--- config.mk ---
export PLATFORM = sky130hd
export DESIGN_NAME = dphy_cfg_seq
export DESIGN_NICKNAME = d
export VERILOG_FILES = /design/src/rtl/dphy_cfg_pkg.sv /design/src/rtl/dphy_rate_lut.sv /design/src/rtl/dphy_ceil_div.sv /design/src/rtl/dphy_wr_compose.sv /design/src/rtl/dphy_cfg_seq.sv
export SDC_FILE = /design/constraint.sdc
export NUM_CORES = 1
export LEC_CHECK = 0
export ABC_AREA = 1
export BUFFER_PORTS_ARGS = -buffer_cell sky130_fd_sc_hd__buf_2
export CAP_MARGIN = 5
export CORE_MARGIN = 5
export CORE_UTILIZATION = 55
export CTS_BUF_LIST = sky130_fd_sc_hd__clkbuf_16
export DETAILED_ROUTE_END_ITERATION = 8
export PLACE_DENSITY = 0.82
export RECOVER_POWER = 25
export SYNTH_ARGS = -nofsm -noshare
export SYNTH_HDL_FRONTEND = slang
export SYNTH_SLANG_ARGS = --single-unit
--- constraint.sdc ---
create_clock -name clk -period 6.7 [get_ports clk]
set_clock_uncertainty 0.15 [all_clocks]
set_input_delay 0.67 -clock clk [delete_from_list [all_inputs] [get_ports clk]]
set_output_delay 0.67 -clock clk [all_outputs]
set_load 0.005 [all_outputs]
--- src/rtl/dphy_cfg_pkg.sv ---
package dphy_cfg_pkg;

    localparam int RATE_W   = 11;
    localparam int IDIV_W   = 7;
    localparam int FDIV_W   = 9;
    localparam int BYTE_W   = 8;
    localparam int MAX_RATE = 1500;
    localparam int N_ENTRY  = 39;
    localparam int N_TIME   = 9;
    localparam int TIME_W   = 8;
    localparam int N_WR     = 25;
    localparam int NS_W     = 9;
    localparam int PROD_W   = NS_W + RATE_W;
    localparam int TK_W     = $clog2(N_TIME);
    localparam int WI_W     = $clog2(N_WR);
    localparam int NS_DEN   = 1000;

    typedef struct packed {
        logic [5:0] hs;
        logic [3:0] icp;
        logic [5:0] lpf;
    } pll_sel_t;

    typedef struct packed {
        logic [RATE_W-1:0] top;
        pll_sel_t          sel;
    } rate_entry_t;

    typedef enum logic [2:0] {
        ST_IDLE,
        ST_CALC,
        ST_WAIT,
        ST_ISSUE,
        ST_FIN
    } seq_state_t;

    typedef logic [N_TIME-1:0][TIME_W-1:0] tvec_t;

    function automatic rate_entry_t mk_entry(input int top, input int hs,
                                             input int icp, input int lpf);
        rate_entry_t e;
        e.top     = RATE_W'(top);
        e.sel.hs  = 6'(hs);
        e.sel.icp = 4'(icp);
        e.sel.lpf = 6'(lpf);
        return e;
    endfunction

    // Rate bands, ascending; first band whose bound covers the rate wins.
    function automatic rate_entry_t rate_entry(input int idx);
        case (idx)
            0:  return mk_entry(89,   'h00, 'h1, 'h02);
            1:  return mk_entry(99,   'h10, 'h1, 'h02);
            2:  return mk_entry(109,  'h20, 'h1, 'h02);
            3:  return mk_entry(129,  'h01, 'h1, 'h01);
            4:  return mk_entry(139,  'h11, 'h1, 'h01);
            5:  return mk_entry(149,  'h21, 'h1, 'h01);
            6:  return mk_entry(169,  'h02, 'h9, 'h02);
            7:  return mk_entry(179,  'h12, 'h9, 'h02);
            8:  return mk_entry(199,  'h22, 'h9, 'h02);
            9:  return mk_entry(219,  'h03, 'h2, 'h02);
            10: return mk_entry(239,  'h13, 'h2, 'h02);
            11: return mk_entry(249,  'h23, 'h2, 'h02);
            12: return mk_entry(269,  'h04, 'h9, 'h04);
            13: return mk_entry(299,  'h14, 'h9, 'h04);
            14: return mk_entry(329,  'h05, 'h1, 'h01);
            15: return mk_entry(359,  'h15, 'h1, 'h01);
            16: return mk_entry(399,  'h25, 'h1, 'h01);
            17: return mk_entry(449,  'h06, 'h6, 'h04);
            18: return mk_entry(499,  'h16, 'h6, 'h04);
            19: return mk_entry(549,  'h07, 'h6, 'h08);
            20: return mk_entry(599,  'h17, 'h6, 'h08);
            21: return mk_entry(649,  'h08, 'h6, 'h04);
            22: return mk_entry(699,  'h18, 'h6, 'h04);
            23: return mk_entry(749,  'h09, 'h6, 'h04);
            24: return mk_entry(799,  'h19, 'h6, 'h04);
            25: return mk_entry(849,  'h29, 'h6, 'h04);
            26: return mk_entry(899,  'h39, 'h6, 'h04);
            27: return mk_entry(949,  'h0a, 'hb, 'h10);
            28: return mk_entry(999,  'h1a, 'hb, 'h10);
            29: return mk_entry(1049, 'h2a, 'hb, 'h10);
            30: return mk_entry(1099, 'h3a, 'hb, 'h10);
            31: return mk_entry(1149, 'h0b, 'hb, 'h08);
            32: return mk_entry(1199, 'h1b, 'hb, 'h08);
            33: return mk_entry(1249, 'h2b, 'hb, 'h08);
            34: return mk_entry(1299, 'h3b, 'hb, 'h08);
            35: return mk_entry(1349, 'h0c, 'hb, 'h08);
            36: return mk_entry(1399, 'h1c, 'hb, 'h08);
            37: return mk_entry(1449, 'h2c, 'hb, 'h08);
            38: return mk_entry(MAX_RATE, 'h3c, 'hb, 'h08);
            default: return mk_entry(0, 0, 0, 0);
        endcase
    endfunction

    // Nanosecond target of each computed timing count.
    function automatic logic [NS_W-1:0] step_ns(input logic [TK_W-1:0] k);
        case (k)
            4'd0:    return 9'd500;
            4'd1:    return 9'd40;
            4'd2:    return 9'd300;
            4'd3:    return 9'd100;
            4'd4:    return 9'd100;
            4'd5:    return 9'd60;
            4'd6:    return 9'd50;
            4'd7:    return 9'd140;
            4'd8:    return 9'd60;
            default: return 9'd0;
        endcase
    endfunction

    // 1: count in byte clocks (eight UI each); 0: count in UI.
    function automatic logic step_bytes(input logic [TK_W-1:0] k);
        return (k == 4'd0) || (k == 4'd2) || (k == 4'd4) ||
               (k == 4'd5) || (k == 4'd7);
    endfunction

    function automatic logic [2:0] vco_range(input logic [RATE_W-1:0] r);
        if (r < RATE_W'(200))
            return 3'd0;
        return 3'(({1'b0, r} + 12'd100) / 12'd200);
    endfunction

endpackage

--- src/rtl/dphy_rate_lut.sv ---
module dphy_rate_lut
    import dphy_cfg_pkg::*;
(
    input  logic [RATE_W-1:0] rate,
    output pll_sel_t          sel,
    output logic              hit
);

    logic [N_ENTRY-1:0] covers;

    generate
        for (genvar g = 0; g < N_ENTRY; g++) begin : g_band
            localparam rate_entry_t ENT = rate_entry(g);
            assign covers[g] = (rate <= ENT.top);
        end
    endgenerate

    always_comb begin
        rate_entry_t ent;
        sel = '0;
        for (int i = N_ENTRY - 1; i >= 0; i--) begin
            ent = rate_entry(i);
            if (covers[i])
                sel = ent.sel;
        end
    end

    assign hit = covers[N_ENTRY-1];

endmodule

--- src/rtl/dphy_ceil_div.sv ---
module dphy_ceil_div #(
    parameter int NUM_W = 20,
    parameter int DEN   = 1000,
    parameter int Q_W   = 8
) (
    input  logic             clk,
    input  logic             rst,
    input  logic             start,
    input  logic [NUM_W-1:0] num,
    output logic             done,
    output logic [Q_W-1:0]   quot
);

    localparam int RW = $clog2(DEN) + 1;
    localparam int CW = $clog2(NUM_W + 1);

    logic [RW-1:0]    rem;
    logic [RW-1:0]    trial;
    logic [NUM_W-1:0] sh;
    logic [Q_W-1:0]   q;
    logic [CW-1:0]    cnt;
    logic             run;

    assign trial = {rem[RW-2:0], sh[NUM_W-1]};

    always_ff @(posedge clk) begin
        if (rst) begin
            rem  <= '0;
            sh   <= '0;
            q    <= '0;
            cnt  <= '0;
            run  <= 1'b0;
            done <= 1'b0;
        end else begin
            done <= 1'b0;
            if (start && !run) begin
                sh  <= num;
                rem <= '0;
                q   <= '0;
                cnt <= CW'(NUM_W);
                run <= 1'b1;
            end else if (run) begin
                if (trial >= RW'(DEN)) begin
                    rem <= trial - RW'(DEN);
                    q   <= {q[Q_W-2:0], 1'b1};
                end else begin
                    rem <= trial;
                    q   <= {q[Q_W-2:0], 1'b0};
                end
                sh  <= sh << 1;
                cnt <= cnt - CW'(1);
                if (cnt == CW'(1)) begin
                    run  <= 1'b0;
                    done <= 1'b1;
                end
            end
        end
    end

    // Round up when a remainder is left; only the low Q_W bits are kept.
    assign quot = q + Q_W'(rem != '0);

endmodule

--- src/rtl/dphy_wr_compose.sv ---
module dphy_wr_compose
    import dphy_cfg_pkg::*;
(
    input  logic [WI_W-1:0]   idx,
    input  logic [2:0]        vco,
    input  pll_sel_t          sel,
    input  logic [IDIV_W-1:0] idiv,
    input  logic [FDIV_W-1:0] fdiv,
    input  tvec_t             tval,
    output logic [BYTE_W-1:0] code,
    output logic [BYTE_W-1:0] data
);

    logic [IDIV_W-1:0] idm1;
    logic [FDIV_W-1:0] fdm1;

    always_comb begin
        idm1 = idiv - IDIV_W'(1);
        fdm1 = fdiv - FDIV_W'(1);
        code = '0;
        data = '0;
        case (idx)
            5'd0:  begin code = 8'h10; data = {1'b1, 1'b0, vco, 2'b01, 1'b1}; end
            5'd1:  begin code = 8'h11; data = {4'h0, sel.icp}; end
            5'd2:  begin code = 8'h12; data = 8'hC0 | {2'b00, sel.lpf}; end
            5'd3:  begin code = 8'h44; data = {1'b0, sel.hs, 1'b0}; end
            5'd4:  begin code = 8'h17; data = {1'b0, idm1}; end
            5'd5:  begin code = 8'h18; data = {3'b000, fdm1[4:0]}; end
            5'd6:  begin code = 8'h19; data = 8'h30; end
            5'd7:  begin code = 8'h18; data = {4'b1000, fdm1[8:5]}; end
            5'd8:  begin code = 8'h19; data = 8'h30; end
            5'd9:  begin code = 8'h22; data = 8'h07; end
            5'd10: begin code = 8'h22; data = 8'h87; end
            5'd11: begin code = 8'h20; data = 8'h4D; end
            5'd12: begin code = 8'h21; data = 8'h3D; end
            5'd13: begin code = 8'h21; data = 8'hDF; end
            5'd14: begin code = 8'h60; data = 8'h80 | tval[0]; end
            5'd15: begin code = 8'h61; data = 8'h80 | tval[1]; end
            5'd16: begin code = 8'h62; data = 8'h40 | tval[2]; end
            5'd17: begin code = 8'h63; data = 8'h80 | tval[3]; end
            5'd18: begin code = 8'h64; data = 8'h20 | tval[4]; end
            5'd19: begin code = 8'h65; data = 8'h20 | (tval[5] + 8'd7); end
            5'd20: begin code = 8'h70; data = 8'h80 | tval[0]; end
            5'd21: begin code = 8'h71; data = 8'h80 | (tval[6] + 8'd20); end
            5'd22: begin code = 8'h72; data = 8'h40 | (tval[7] + 8'd2); end
            5'd23: begin code = 8'h73; data = 8'h80 | (tval[8] + 8'd8); end
            5'd24: begin code = 8'h74; data = 8'h20 | tval[4]; end
            default: begin code = '0; data = '0; end
        endcase
    end

endmodule

--- src/rtl/dphy_cfg_seq.sv ---
module dphy_cfg_seq
    import dphy_cfg_pkg::*;
(
    input  logic              clk,
    input  logic              rst,
    input  logic              start,
    input  logic [RATE_W-1:0] rate_mbps,
    input  logic [IDIV_W-1:0] in_div,
    input  logic [FDIV_W-1:0] fb_div,
    output logic              wr_valid,
    input  logic              wr_ready,
    output logic [BYTE_W-1:0] wr_code,
    output logic [BYTE_W-1:0] wr_data,
    output logic              busy,
    output logic              done,
    output logic              err
);

    seq_state_t        state;
    logic [RATE_W-1:0] rate_q;
    logic [IDIV_W-1:0] idiv_q;
    logic [FDIV_W-1:0] fdiv_q;
    pll_sel_t          sel_q;
    logic [2:0]        vco_q;
    logic [TK_W-1:0]   tk;
    logic [WI_W-1:0]   wi;
    tvec_t             tval;
    logic              err_q;

    pll_sel_t          lut_sel;
    logic              lut_hit;
    logic [PROD_W-1:0] prod;
    logic [PROD_W-1:0] div_num;
    logic              div_done;
    logic [TIME_W-1:0] div_q;

    dphy_rate_lut u_lut (
        .rate (rate_mbps),
        .sel  (lut_sel),
        .hit  (lut_hit)
    );

    assign prod    = PROD_W'(step_ns(tk)) * PROD_W'(rate_q);
    assign div_num = step_bytes(tk) ? (prod >> 3) : prod;

    dphy_ceil_div #(
        .NUM_W (PROD_W),
        .DEN   (NS_DEN),
        .Q_W   (TIME_W)
    ) u_div (
        .clk   (clk),
        .rst   (rst),
        .start (state == ST_CALC),
        .num   (div_num),
        .done  (div_done),
        .quot  (div_q)
    );

    dphy_wr_compose u_comp (
        .idx  (wi),
        .vco  (vco_q),
        .sel  (sel_q),
        .idiv (idiv_q),
        .fdiv (fdiv_q),
        .tval (tval),
        .code (wr_code),
        .data (wr_data)
    );

    always_ff @(posedge clk) begin
        if (rst) begin
            state  <= ST_IDLE;
            rate_q <= '0;
            idiv_q <= '0;
            fdiv_q <= '0;
            sel_q  <= '0;
            vco_q  <= '0;
            tk     <= '0;
            wi     <= '0;
            tval   <= '0;
            err_q  <= 1'b0;
        end else begin
            case (state)
                ST_IDLE: begin
                    if (start) begin
                        rate_q <= rate_mbps;
                        idiv_q <= in_div;
                        fdiv_q <= fb_div;
                        sel_q  <= lut_sel;
                        vco_q  <= vco_range(rate_mbps);
                        tk     <= '0;
                        wi     <= '0;
                        if (lut_hit) begin
                            err_q <= 1'b0;
                            state <= ST_CALC;
                        end else begin
                            err_q <= 1'b1;
                            state <= ST_FIN;
                        end
                    end
                end
                ST_CALC: state <= ST_WAIT;
                ST_WAIT: begin
                    if (div_done) begin
                        tval[tk] <= div_q;
                        if (tk == TK_W'(N_TIME - 1)) begin
                            state <= ST_ISSUE;
                        end else begin
                            tk    <= tk + TK_W'(1);
                            state <= ST_CALC;
                        end
                    end
                end
                ST_ISSUE: begin
                    if (wr_ready) begin
                        if (wi == WI_W'(N_WR - 1))
                            state <= ST_FIN;
                        else
                            wi <= wi + WI_W'(1);
                    end
                end
                ST_FIN:  state <= ST_IDLE;
                default: state <= ST_IDLE;
            endcase
        end
    end

    assign wr_valid = (state == ST_ISSUE);
    assign busy     = (state != ST_IDLE);
    assign done     = (state == ST_FIN);
    assign err      = err_q;

endmodule

### After elaboration in Yosys (flattened, before gate mapping)

Memories as Yosys holds them, arrays and structs flattened. A register that Yosys moved wholly into a read port is not among the register bits.
Index checks and enable logic that the tools add are counted.

| word-level totals | value |
|---|---|
| flip-flop bits (word level) | 177 |
| input port bits | 31 |
| output and inout bits | 20 |
| memories kept | 1 |
| memory bits (read-only) | 128 |
| word-level logic and storage cells | 233 |

| operators by class | value |
|---|---|
| reductions and logical operators | 28 |
| add/sub/neg operators | 12 |
| equality and inequality tests | 40 |
| magnitude comparators | 43 |
| multiplexer cells | 79 |
| bitwise gates (word level) | 1 |
| divide/modulo/power cells | 1 |
| multiply operators | 1 |

Memory list:

| memory | depth | bits a word | read ports | clocked after memory_dff | write ports | line | source |
|---|---|---|---|---|---|---|---|
| (no name shown) | 16 | 8 | 1 | 1 | 0 | dphy_cfg_pkg.sv:97 | `case (k)` |

Operator list:

| kind | count |
|---|---|
| $mux 16 | 39 |
| $pmux 8 s22 | 1 |
| $pmux 7 s21 | 1 |
| $le 11x10->1 const B | 10 |
| $le 11x11->1 const B | 10 |
| $le 11x8->1 const B | 9 |
| $le 11x9->1 const B | 7 |
| $bwmux 72 | 1 |
| $mux 20 | 3 |
| $eq 5x5->1 const B | 9 |
| $eq 5x4->1 const B | 8 |
| $le 11x7->1 const B | 3 |
| $demux 8 s4 | 1 |
| $mux 5 | 5 |
| $mux 3 | 7 |
| $eq 5x3->1 const B | 4 |
| $mul 9x11->20 | 1 |
| $mux 4 | 5 |
| $reduce_or 2->1 | 7 |
| $add 11x7->12 const B | 1 |
| $div 12x8->12 const B | 1 |
| $eq 4x3->1 const B | 3 |
| $pmux 3 s4 | 1 |
| $reduce_and 4->1 | 3 |
| other kinds (42) | 65 |

### Longest topological paths before layout

| depth | value |
|---|---|
| depth in word-level cells | 40 |
| mapped depth | 40 |

### By module

From an unflattened synthesis, not the netlist that was laid out.

| second synthesis, totals | value |
|---|---|
| cells, all modules | 2,363 |
| area total of the unflattened synthesis | 15,109.5 µm² |

By module, submodules not included:

| module | instances | cells each | seq. area each (µm²) | area an instance (µm²) |
|---|---|---|---|---|
| dphy_cfg_seq | 1 | 1,241 | 2,782.7 | 9,038.7 |
| dphy_ceil_div | 1 | 351 | 920.9 | 2,398.6 |
| dphy_wr_compose | 1 | 435 | 0.0 | 2,054.5 |
| dphy_rate_lut | 1 | 336 | 0.0 | 1,617.8 |

### Worst setup path before layout

No wires, ideal clock.

| timing | value |
|---|---|
| kind | register -> register |
| start | register (tool-made name) |
| end | register u_div.sh[19] |
| cell stages (with the launch flop) | 25 |
| setup time | 74 ps |
| slack | 1,733 ps |
| arrival | 4,743 ps |
| required time | 6,476 ps |
| cells stage by stage | dfxtp_1 clkbuf_1 nand2_1 fa_1 fa_1 inv_1 fa_1 fa_1 ha_1 a21oi_1 inv_1 a31oi_1 o21ai_0 nand3_1 nand2_1 nand3_1 nand2_1 nand3_1 nand2_1 a21oi_1 nor2_1 nor2_1 xnor2_1 or2_2 a31oi_1 |

RTL lines:

| item | line | source |
|---|---|---|
| to (signal assigned) | dphy_ceil_div.sv:37 | `sh <= num;` |
| to (signal assigned) | dphy_ceil_div.sv:50 | `sh <= sh << 1;` |
| to (decl) | dphy_ceil_div.sv:19 | `logic [NUM_W-1:0] sh;` |

==> impl_metrics.py <==
metrics = {
    "critical_path": {
        "r2r_cells": 24,
        "cp.required_ns": 6.81,
        "r2r_slack_ns": 1.32,
        "cpMaxStageDelayCell": "dfxtp_1",
        "crit_top_cell": "nand2_1",
        "cp_cell_sequence": "nand2_1 > fa_1 > fa_1 > inv_1 > fa_1 > fa_1 > ha_1 > a21oi_1 > inv_1 > a31oi_1 > o21ai_0 > nand3_1 > nand2_1 > nand3_1 > nand2_1 > nand3_1 > nand2_1 > a21oi_1 > nor2_1 > nor2_1 > xnor2_1 > nand2_1 > o211ai_1 > a31oi_1",
        "worstSetupEndpointType": "flip-flop",
        "cp.arrival_ns": 5.49,
        "worst_setup_path_start_kind": "flip-flop",
        "max_stage_delay_ns": 0.55,
        "critPathKind": "reg -> reg",
        "critPathMaxFanout": 11,
        "worstReg2RegEnd": "u_div.sh[16]",
    },
    "clocking": {
        "cts_root_buf": "clkbuf_16",
        "cts_hold_buf": 0,
        "cts_buffer_depth": 2,
        "htreeDepth": 4,
        "cts_sinks": 177,
        "cts_resized": 0,
        "clkLatencyLatePin_ns": 0.45,
        "cts_tree": "done",
        "path_clk_slew_ns": 0.08,
        "cts_made_buffers": 17,
        "cts_setup_buffers": 0,
    },
    "sta": {
        "period_needed_ns": 5.378,
        "maxSlewHeadroom_pct": -78.77,
        "rsz0062_at_grt": "no",
        "tightest_slew_ns": 2.682,
        "setup_violations": 0,
        "fmax_ghz": 0.1860,
        "fin_setup_tns_ns": 0,
        "drv_slew": 104,
        "timing_hold_violations_final": 0,
        "postLayoutSetupSlackWorst_ns": 1.322,
        "min_period_over_period_pct": 80.26,
    },
    "power": {
        "powerDensity_nw_per_um2": 411.2,
        "ir_drop_mv": 0.3905,
        "power_leakage_uw": 0.006984,
    },
    "floorplan": {
        "dieArea_um2": 27700,
        "die_y_um": 166.4,
        "ios": 51,
        "core_area_um2": 24180,
        "num_rows": 57,
        "die_w_um": 166.4,
        "start_util_pct": 55.67,
    },
    "detailed_routing": {
        "routedWlPerCell_um": 17.15,
        "ant_nets": 0,
        "num_vias": 13410,
        "first_iter_violations": 1588,
        "drt_first_pass_iters": 8,
        "via_per_inst": 5.709,
        "totalWireLength_mm": 40.30,
        "drc": 0,
    },
    "placement": {
        "gp_congestion": 1.002,
        "port-buffer-count": 49,
        "hpwlAfterDp_mm": 30.62,
        "dp.cells": 2317,
        "pre_cts_ws_ns": 1.393,
    },
    "yosys": {
        "yosysWarnings": 0,
        "synthArstFlopShare_pct": 0,
        "synth_nets": 2167,
        "ys_ff_latch": 177,
        "synth_most_common_cell": "nand2_1",
        "seq_area_frac_synth_pct": 26.33,
        "netlist_instances": 2006,
        "synth_area_per_cell_um2": 6.709,
        "synth_cell_types": 63,
        "synth_commonest_cells": "398 x nand2_1, 357 x inv_1, 231 x nor2_1",
        "synth_ff_type": "dfxtp_1",
        "netlist_area_um2": 13460,
        "synth_area_leaders": "dfxtp_1 26%, nand2_1 11%, inv_1 10%",
        "yosysTopAreaCell": "dfxtp_1",
        "synth.top_cell.area_share_pct": 26.33,
        "synth_edf_count": 0,
    },
    "hold_path": {
        "hp-class": "in -> reg",
        "min_from": "fb_div[8]",
        "min_to": "fdiv_q[8]",
        "worstHoldPathCells": 3,
    },
    "final_layout": {
        "fillers": 2243,
        "drive_gt1_share_pct": 6.667,
        "final_cells": 2349,
        "areaGrowthSynthToFinish_pct": 7.502,
        "fin_nets": 2173,
        "antenna_cells": 0,
    },
    "run": {
        "max-cap-violations": 2,
    },
    "global_routing": {
        "grt_pass1_vias": 13000,
        "grt_max_degree": 73,
        "grt_pass1_wl_mm": 65.61,
        "grt.total_usage_pct": 28.60,
        "antenna_found_initial": 0,
        "overflow": 0,
    },
    "status": {
        "failed_checks": "capacitance limit, slew limit",
        "status": "finished with violations",
    },
}
## stage by stage
step                      hold slack, ns  util, %  area [um^2]  total power [uW]
after floorplan                   0.2742        -        13460              3988
after global placement            0.2919    57.35        13860              4774
after detailed placement          0.3058    57.35        13860              4883
after CTS                         0.2605    59.91        14480              5950
after global routing              0.2759    59.85        14470              6518
final                             0.2643    59.85        14470              5950
## cells by family (layout without fill, tap and decap cells)
logic type	Yosys count	in the layout	synth area share (%)
adder cells (fa/ha/maj)	130	130	15.15
other	1	1	0.02786
AND/OR/NAND/NOR	782	782	24.44
flip-flops	177	177	26.33
XOR/XNOR	37	37	2.464
buffers and inverters	446	465	12.74
AO/OA/AOI/OAI	433	433	18.85
## cell type report
class	count	area, um^2	area share (%)
Clock buffer	17	425.4	2.940
Clock inverter	15	193.9	1.340
Inverter	379	1431	9.893
Multi-Input combinational cell	1383	8197	56.65
Sequential cell	177	3543	24.49
Tap cell	324	405.4	2.802
Timing Repair Buffer	54	272.8	1.885
## worst max-delay path by stage
stage               startpoint           end  slack (ns)  cells past startpoint
CTS                  flip-flop  u_div.sh[19]        1.36                     23
detailed placement   flip-flop  u_div.sh[19]        1.39                     23
global route         flip-flop  u_div.sh[16]        0.83                     24
finish               flip-flop  u_div.sh[16]        1.32                     24
global placement     flip-flop  u_div.sh[19]        1.55                     23
floorplan            flip-flop  u_div.sh[19]        1.73                     24
## power breakdown
group | switching [uW] | internal, uW | leakage [uW] | total (uW)
clock | 505 | 541 | 0.000292 | 1050
sequential | 171 | 1230 | 0.00144 | 1400
combinational | 2220 | 1280 | 0.00526 | 3510
## sequential cells by signal, summed over array words and instances (netlist names), named ones only
signal / cells
err: 1
fdiv_q: 9
idiv_q: 7
rate_q: 11
sel_q: 15
state: 3
tk: 4
tval: 65
u_div.cnt: 5
u_div.done: 1
u_div.q: 8
u_div.rem: 11
u_div.run: 1
u_div.sh: 20
vco_q: 3
wi: 5
## worst max-delay path, delay by kind of cell, from the launching register on
kind,cells,cell delay [ns]
simple gates,10,0.90
flops,1,0.55
xor+xnor,1,0.14
buf+inv,2,0.11
fa+ha+maj,5,2.42
compound gates,6,0.95
## layer usage
layer  vias up  global-route usage (%)  routed length (um)
met5         -                       0                   0
met4         0                   9.641                1325
li1       6481                       -                   -
met2       673                   47.90               18910
met3       107                   5.854                3785
met1      6150                   37.02               16270
## placed cells by master (no fill, tap or decap), types with 32 or more instances in the layout
| master | netlist | layout |
|---|---|---|
| dfxtp_1 | 177 | 177 |
| o21ai_0 | 151 | 151 |
| inv_1 | 357 | 357 |
| nor2_1 | 231 | 231 |
| nor3_1 | 31 | 32 |
| nand3_1 | 57 | 57 |
| fa_1 | 55 | 55 |
| a31oi_1 | 33 | 33 |
| ha_1 | 75 | 75 |
| nand2_1 | 398 | 398 |
| a21oi_1 | 137 | 137 |
| buf_2 | 1 | 44 |
No activity file was read; power rests on OpenSTA's default activity.
